`config.mk`:
```
export PLATFORM = sky130hd
export DESIGN_NAME = duo_crc_seq
export DESIGN_NICKNAME = d
export VERILOG_FILES = /design/src/rtl/crcseq_pkg.sv /design/src/rtl/crc_accum.sv /design/src/rtl/crc_phase_ctl.sv /design/src/rtl/crc_check.sv /design/src/rtl/duo_crc_seq.sv
export SDC_FILE = /design/constraint.sdc
export NUM_CORES = 1
export LEC_CHECK = 0
export ABC_CLOCK_PERIOD_IN_PS = 2200
export BUFFER_PORTS_ARGS = -buffer_cell sky130_fd_sc_hd__buf_4
export CAP_MARGIN = 20
export CORE_MARGIN = 4
export CORE_UTILIZATION = 40
export DETAILED_ROUTE_END_ITERATION = 12
export GPL_ROUTABILITY_DRIVEN = 0
export PLACE_DENSITY = 0.64
export SLEW_MARGIN = 10
export SYNTH_ARGS = -nofsm -noshare
export SYNTH_HDL_FRONTEND = slang
export SYNTH_SLANG_ARGS = --single-unit
```
`constraint.sdc`:
```
create_clock -name clk -period 2.2 [get_ports clk]
set_input_delay 0.33 -clock clk [delete_from_list [all_inputs] [get_ports clk]]
set_output_delay 0.33 -clock clk [all_outputs]
set_load 0.02 [all_outputs]
```
`src/rtl/crcseq_pkg.sv`:
```
package crcseq_pkg;
  typedef enum logic {PH_DATA = 1'b0, PH_CRC = 1'b1} phase_t;
endpackage

```
`src/rtl/crc_accum.sv`:
```
module crc_accum #(
  parameter int CW = 16
) (
  input  logic          clk,
  input  logic          rst_n,
  input  logic          en,
  input  logic          clr,
  input  logic          hold,
  input  logic          wide,
  input  logic [CW-1:0] poly,
  input  logic          stb,
  input  logic          din,
  output logic [CW-1:0] crc
);
  localparam int HW = CW / 2;

  logic [CW-1:0] mask, step, crc_d;
  logic          fb;

  always_comb begin
    mask  = wide ? {CW{1'b1}} : {{(CW-HW){1'b0}}, {HW{1'b1}}};
    fb    = (wide ? crc[CW-1] : crc[HW-1]) ^ din;
    step  = ((crc << 1) ^ (fb ? poly : '0)) & mask;
    crc_d = crc;
    if (!en || clr)        crc_d = '0;
    else if (stb && !hold) crc_d = step;
  end

  always_ff @(posedge clk or negedge rst_n)
    if (!rst_n) crc <= '0;
    else        crc <= crc_d;

  a_r4_clear_zero: assert property (@(posedge clk) disable iff (!rst_n)
    (!en || clr) |=> crc == '0);
  a_r6_hold_stable: assert property (@(posedge clk) disable iff (!rst_n)
    (en && !clr && hold) |=> $stable(crc));
  a_r2_narrow_upper: assert property (@(posedge clk) disable iff (!rst_n)
    (en && !clr && !hold && stb && !wide) |=> crc[CW-1:HW] == '0);
endmodule

```
`src/rtl/crc_phase_ctl.sv`:
```
module crc_phase_ctl
  import crcseq_pkg::*;
#(
  parameter int CNT_W = 16
) (
  input  logic             clk,
  input  logic             rst_n,
  input  logic             en,
  input  logic             next_req,
  input  logic             frame_end,
  input  logic             dma_on,
  input  logic [CNT_W-1:0] dma_len,
  output logic             phase,
  output logic             go,
  output logic             done
);
  phase_t           st, st_d;
  logic             armed, armed_d, dma_hit;
  logic [CNT_W-1:0] cnt, cnt_d, cnt_inc;

  always_comb begin
    cnt_inc = cnt + 1'b1;
    dma_hit = dma_on && (cnt_inc == dma_len);
    go      = en && (st == PH_DATA) && frame_end && (armed || next_req || dma_hit);
    done    = en && (st == PH_CRC) && frame_end;

    st_d = st;
    if (!en)       st_d = PH_DATA;
    else if (go)   st_d = PH_CRC;
    else if (done) st_d = PH_DATA;

    armed_d = armed;
    if (!en || go)                        armed_d = 1'b0;
    else if (st == PH_DATA && next_req)   armed_d = 1'b1;

    cnt_d = cnt;
    if (!en || !dma_on || go)             cnt_d = '0;
    else if (st == PH_DATA && frame_end)  cnt_d = cnt_inc;
  end

  always_ff @(posedge clk or negedge rst_n)
    if (!rst_n) begin
      st    <= PH_DATA;
      armed <= 1'b0;
      cnt   <= '0;
    end else begin
      st    <= st_d;
      armed <= armed_d;
      cnt   <= cnt_d;
    end

  assign phase = (st == PH_CRC);

  a_r5_enter_on_boundary: assert property (@(posedge clk) disable iff (!rst_n)
    $rose(phase) |-> $past(frame_end));
  a_r7_done_exits: assert property (@(posedge clk) disable iff (!rst_n)
    done |=> !phase);
  a_r3_off_idle: assert property (@(posedge clk) disable iff (!rst_n)
    !en |=> !phase);
endmodule

```
`src/rtl/crc_check.sv`:
```
module crc_check #(
  parameter int CW = 16
) (
  input  logic          clk,
  input  logic          rst_n,
  input  logic          phase,
  input  logic          go,
  input  logic          done,
  input  logic          stb,
  input  logic          rx_bit,
  input  logic          wide,
  input  logic [CW-1:0] rx_crc,
  input  logic          err_clr,
  output logic          crc_err
);
  localparam int HW = CW / 2;

  logic [CW-1:0] cap, cap_d, mask;
  logic          mism, err_d;

  always_comb begin
    mask  = wide ? {CW{1'b1}} : {{(CW-HW){1'b0}}, {HW{1'b1}}};
    cap_d = cap;
    if (go)               cap_d = '0;
    else if (phase && stb) cap_d = {cap[CW-2:0], rx_bit};
    mism  = done && ((cap & mask) != rx_crc);
    err_d = (crc_err && !err_clr) || mism;
  end

  always_ff @(posedge clk or negedge rst_n)
    if (!rst_n) begin
      cap     <= '0;
      crc_err <= 1'b0;
    end else begin
      cap     <= cap_d;
      crc_err <= err_d;
    end

  a_r9_err_sticky: assert property (@(posedge clk) disable iff (!rst_n)
    (crc_err && !err_clr) |=> crc_err);
  a_r7_set_on_close: assert property (@(posedge clk) disable iff (!rst_n)
    $rose(crc_err) |-> $past(done));
endmodule

```
`src/rtl/duo_crc_seq.sv`:
```
module duo_crc_seq #(
  parameter int CW    = 16,
  parameter int CNT_W = 16
) (
  input  logic             clk,
  input  logic             rst_n,
  input  logic             crc_on,
  input  logic             crc_clr,
  input  logic             wide,
  input  logic [CW-1:0]    poly,
  input  logic             bit_stb,
  input  logic             tx_bit,
  input  logic             rx_bit,
  input  logic             frame_end,
  input  logic             next_req,
  input  logic             dma_on,
  input  logic [CNT_W-1:0] dma_len,
  input  logic             err_clr,
  output logic [CW-1:0]    tx_crc,
  output logic [CW-1:0]    rx_crc,
  output logic             crc_phase,
  output logic             crc_err
);
  logic [1:0] rst_sync;
  logic       rst_s, go, done;

  always_ff @(posedge clk or negedge rst_n)
    if (!rst_n) rst_sync <= 2'b00;
    else        rst_sync <= {rst_sync[0], 1'b1};
  assign rst_s = rst_sync[1];

  crc_phase_ctl #(.CNT_W(CNT_W)) u_ctl (
    .clk(clk), .rst_n(rst_s), .en(crc_on), .next_req(next_req),
    .frame_end(frame_end), .dma_on(dma_on), .dma_len(dma_len),
    .phase(crc_phase), .go(go), .done(done));

  crc_accum #(.CW(CW)) u_tx (
    .clk(clk), .rst_n(rst_s), .en(crc_on), .clr(crc_clr), .hold(crc_phase),
    .wide(wide), .poly(poly), .stb(bit_stb), .din(tx_bit), .crc(tx_crc));

  crc_accum #(.CW(CW)) u_rx (
    .clk(clk), .rst_n(rst_s), .en(crc_on), .clr(crc_clr), .hold(crc_phase),
    .wide(wide), .poly(poly), .stb(bit_stb), .din(rx_bit), .crc(rx_crc));

  crc_check #(.CW(CW)) u_chk (
    .clk(clk), .rst_n(rst_s), .phase(crc_phase), .go(go), .done(done),
    .stb(bit_stb), .rx_bit(rx_bit), .wide(wide), .rx_crc(rx_crc),
    .err_clr(err_clr), .crc_err(crc_err));
endmodule

```
Yosys cells after proc, flatten, opt, wreduce, memory -nomap -nowiden. Cells that the tools add are included.

Flip-flop bits (word level): 69. Word-level logic and storage cells: 65. Output and inout bits: 34.

$add $sub $neg: 1. Reduce and logical (&&, ||, !) cells: 27. Bitwise gates (word level): 8. Mux-type cells: 18. Equality and inequality tests: 3.

Operators with widths (count): 16-bit two-way mux (11); 16-bit AND (3); 16-bit bitwise XOR (2); 16-bit by 1-bit adder with 16-bit output, second input constant (1); 16-bit == test (1); 16-bit != test (1); 1-bit logical AND (12); 2-bit nonzero test (4); 1-bit logical OR (7); 1-bit two-way mux (7); 1-bit zero test (4); 3-bit by 1-bit != test with 1-bit output, second input constant (1); 1-bit bitwise XOR (2); 1-bit inverter (1).

Depth between registers and ports, before layout.
Depth after elaboration: 7. Depth in mapped cells: 11.

Hierarchy. A second synthesis with hierarchy kept.

Cell total of the unflattened synthesis: 541. Area total of the unflattened synthesis: 4819.6 um^2.

Modules (own cells, without submodules): crc_accum (times used 2, area each 1138.6 um^2, cells an instance 123, seq. area each 400.4 um^2); crc_phase_ctl (times used 1, area each 1536.5 um^2, cells an instance 181, seq. area each 450.4 um^2); crc_check (times used 1, area each 952.2 um^2, cells an instance 111, seq. area each 425.4 um^2); duo_crc_seq (times used 1, area each 53.8 um^2, cells an instance 3, seq. area each 50.0 um^2).

Least setup slack after synthesis. No wires, ideal clock.

Kind: register -> register. Start: register u_ctl.cnt[0]. End: register u_chk.cap[10]. Buffers on the path: 2. Path slack: -447 ps. Library setup time: 119 ps. Arrival: 2529 ps. Data required time: 2081 ps. Stages on the path, launching flop included: 11. Path through: dfrtp_1 ha_1 nand3_4 o31a_1 nor4b_2 nor3b_1 or4_4 buf_6 a21oi_4 buf_6 nor3_1.

Longest elaborated chain between the ends: 6. Elaborated cells between the ends (all ways): 7.

RTL lines: from (decl) (RTL line crc_phase_ctl.sv:19) `logic [CNT_W-1:0] cnt, cnt_d, cnt_inc;`; from (signal assigned) (RTL line crc_phase_ctl.sv:49) `cnt <= cnt_d;`; 16-bit by 1-bit adder with 16-bit output (*) (RTL line crc_phase_ctl.sv:22) `cnt_inc = cnt + 1'b1;`; 16-bit == test (*) (RTL line crc_phase_ctl.sv:23) `dma_hit = dma_on && (cnt_inc == dma_len);`; 1-bit logical AND (*) (RTL line crc_phase_ctl.sv:23); 1-bit logical OR (*) (RTL line crc_phase_ctl.sv:24) `go = en && (st == PH_DATA) && frame_end && (armed || next_req || dma_hit);`; 1-bit logical AND (*) (RTL line crc_phase_ctl.sv:24); 16-bit two-way mux / 2-bit nonzero test (equally long branches); to (signal assigned) (RTL line crc_check.sv:35) `cap <= cap_d;`; to (decl) (RTL line crc_check.sv:18) `logic [CW-1:0] cap, cap_d, mask;`.

Mark *: on every way between the ends. The rest lies on a longest branch, timed or not. A chain may end at the register's enable or synchronous reset.

Worst setup path in the final report.
Start: register u_ctl.cnt[1]. End: register u_ctl.cnt[14].

Longest elaborated chain between the ends: 7. Elaborated cells between the ends (all ways): 9.

RTL lines: 16-bit by 1-bit adder with 16-bit output (*) (RTL line crc_phase_ctl.sv:22); 16-bit == test (RTL line crc_phase_ctl.sv:23); 1-bit logical AND (RTL line crc_phase_ctl.sv:23); 1-bit logical OR (RTL line crc_phase_ctl.sv:24); 1-bit logical AND (RTL line crc_phase_ctl.sv:24); 1-bit logical OR (RTL line crc_phase_ctl.sv:37) `if (!en || !dma_on || go) cnt_d = '0;`; 16-bit two-way mux / 2-bit nonzero test (equally long branches).

Mark *: on every way between the ends. The rest lies on a longest branch, timed or not. The select of a mux whose other input is x is not followed.

==> impl_metrics.toml <==
[status]
status = "finished with violations"
failed_checks = "negative setup slack"

[routing]
ant_nets = 0
drcViolationCount = 0
viasPerCell = 5.34
vias = 3977
drtIter0Drc = 260
drt-total-wl_um = 11600
detail_route.first_pass.iterations = 5
post_drt_wl_per_cell_um = 15.6

[timing]
setup_ws_ns = -0.313
whs_ns = 0.176
rsz0062_at_grt = "true"
finalHoldViolCount = 0
fin_skew_ns = 0.00560
finalMaxSlewViolations = 0
min_period_ns = 2.51
relSlewSlack = 0.529
worst_pin_slew_ns = 0.701
max_freq_mhz = 398
fin_crit_sh = 1.14
finalSetupViolations = 33

[worst_hold_path]
hp-class = "in2reg"
min_from = "err_clr"

[yosys]
syn-num-nets = 525
synth_top_flop_cell = "dfrtp_1"
synth.avg_cell_area_um2 = 8.64
synth-seq-cells = 69
synth_seq_area_share = 0.416
syn_area_mm2 = 0.00415
synth_cell_type_count = 55
synthArstFlopShare = 1.00
yosysTopAreaCell = "dfrtp_1"
synth_top_area_frac = 0.416
synth_cells = 480
synth_edf_count = 0
yosysWarnings = 0
synth_area_leaders = "dfrtp_1, nand2_1, xor2_1, xnor2_1, o21ai_0"

[placed_design]
place_area_mm2 = 0.00524
dp_hpwl_um = 8550
pre_cts_ws_ns = -0.335
portBuffers = 77

[cells_and_area]
mostFrequentLayoutCell = "buf_4"
layout.nets = 652
layout_common_cells = "buf_4, nand2_1, dfrtp_1, nor2_1, o21ai_0"
fin_util = 0.571
fillers = 882
drive_gt1_frac = 0.319
fin_area_mm2 = 0.00568
antennaDiodeCount = 0
area_growth_pct = 37.0

[worst_setup_path]
cp_max_fo = 5
regToRegStartpoint = "u_ctl.cnt[1]"
worstSetupStartpoint = "u_ctl.cnt[1]"
worst_setup_path_start_kind = "flop"
crit_type = "reg2reg"
crit_path_end_kind = "flop"
critPathArrivalTime_ns = 2.72
required_ns = 2.41

[floorplanning]
rows = 36
die_w_um = 110
io_pins = 78
coreArea_mm2 = 0.00995
die_y_um = 110
start_util = 0.417
die-area_mm2 = 0.0121

[power_and_ir_drop]
leakage_nw = 2.57
power_w = 0.00320
vdd_drop_max_uv = 322
pwr_density_cell_mw_per_mm2 = 562

[clock_network]
htree_levels = 3
clockBufferDepth = 2
cts.clk_slew.worst_paths_ns = 0.08
cts_made_buffers = 9
cts_tree = "done"
cts_root_buf = "clkbuf_8"
cts.sinks = 69
clk_latency_ns = 0.34

[global_route]
antenna_found_initial = 0
grt_first_pass_wirelength_um = 19100
grt_pass1_vias = 3897
grt_max_degree = 49
track_usage = 0.201
grt-ovfl-total = 0

[job]
maxCapViolCount = 0
[Yosys cell counts, types with 5 or more instances]
library cell	number
nor2_1	45
and2_1	5
buf_2	8
buf_4	7
nand4_1	16
o311ai_0	5
and3_1	7
clkbuf_1	14
nor3_1	24
a22oi_1	6
o21ai_0	41
nand3_1	19
nand2_1	80
xor2_1	34
xnor2_1	27
mux2i_1	5
dfrtp_1	69
[flip-flops by register name, indices dropped and copies added (netlist names)]
name and flops:
u_tx.crc 16, u_chk.crc_err 1, u_rx.crc 16, u_ctl.phase 1, u_ctl.armed 1, u_ctl.cnt 16, u_chk.cap 16, rst_sync 2
[path summary, 6_finish.rpt]
path | end | slack (ns) | cells after the start
setup / recovery | u_ctl.cnt[14] | -0.31 | 10
setup reg to reg | u_ctl.cnt[14] | -0.31 | 10
min in group asynchronous | u_ctl.cnt[15] | 0.25 | 0
max in group asynchronous | u_chk.cap[12] | 1.33 | 1
hold / removal | u_chk.crc_err | 0.18 | 2
hold reg to reg | u_ctl.cnt[15] | 0.25 | 0
[repair_timing]
item	CTS	global route
gates resized for setup	18	14
pin swaps	15	7
setup endpoints to repair	33	41
endpoints found under the hold margin	2	0
setup buffers	7	6
hold buffers	1	0
[where the power goes]
part | internal [W] | switching (W) | total, W | leakage, nW
Sequential | 0.00135 | 0.000107 | 0.00146 | 0.927
Clock | 0.000784 | 0.000467 | 0.00125 | 0.121
Combinational | 0.000242 | 0.000247 | 0.000489 | 1.52
[worst max-delay path, cell delays in order (launching register included)]
cell	delay [ns]
dfrtp_1	0.43
ha_4	0.26
xnor2_1	0.13
and3_1	0.17
o221a_2	0.18
nand4_1	0.11
or4_4	0.59
buf_6	0.15
buf_6	0.12
a22oi_2	0.14
o41ai_2	0.10
[layout make-up]
| class | instances | area [um^2] | share of cell area |
|---|---|---|---|
| multi-input cells | 375 | 2360 | 0.415 |
| flip-flops and latches | 69 | 1730 | 0.305 |
| inverters | 4 | 15.0 | 0.00264 |
| clock inverters | 4 | 95.1 | 0.0167 |
| clock buffers | 12 | 145 | 0.0255 |
| repair buffers | 148 | 1170 | 0.206 |
| well taps | 133 | 166 | 0.0293 |
[logic make-up (layout without fill, tap and decap cells)]
logic type	after synthesis	after routing	synth area share
xor+xnor	61	61	0.129
fa+ha+maj	1	1	0.00302
simple gates	221	221	0.256
mux	5	5	0.0121
other cells	1	1	0.000904
buf+inv	36	168	0.0452
compound gates	86	86	0.138
flops	69	69	0.416
[stage by stage]
stage / instances / TNS (ns)
3_5_place_dp: 715 / -9.25
6_report: 745 / -9.52
4_1_cts: 739 / -8.48
3_3_place_gp: 715 / -7.07
5_1_grt: 745 / -12.41
2_1_floorplan: 480 / -3.68
[metal layers]
layer	track usage	vias up	part of all wire
met4	0.0641	0	0.014
li1	-	1936	-
met5	0	-	0
met3	0.0317	18	0.055
met1	0.282	1898	0.46
met2	0.318	125	0.47
(Power assumes the default switching activity.)
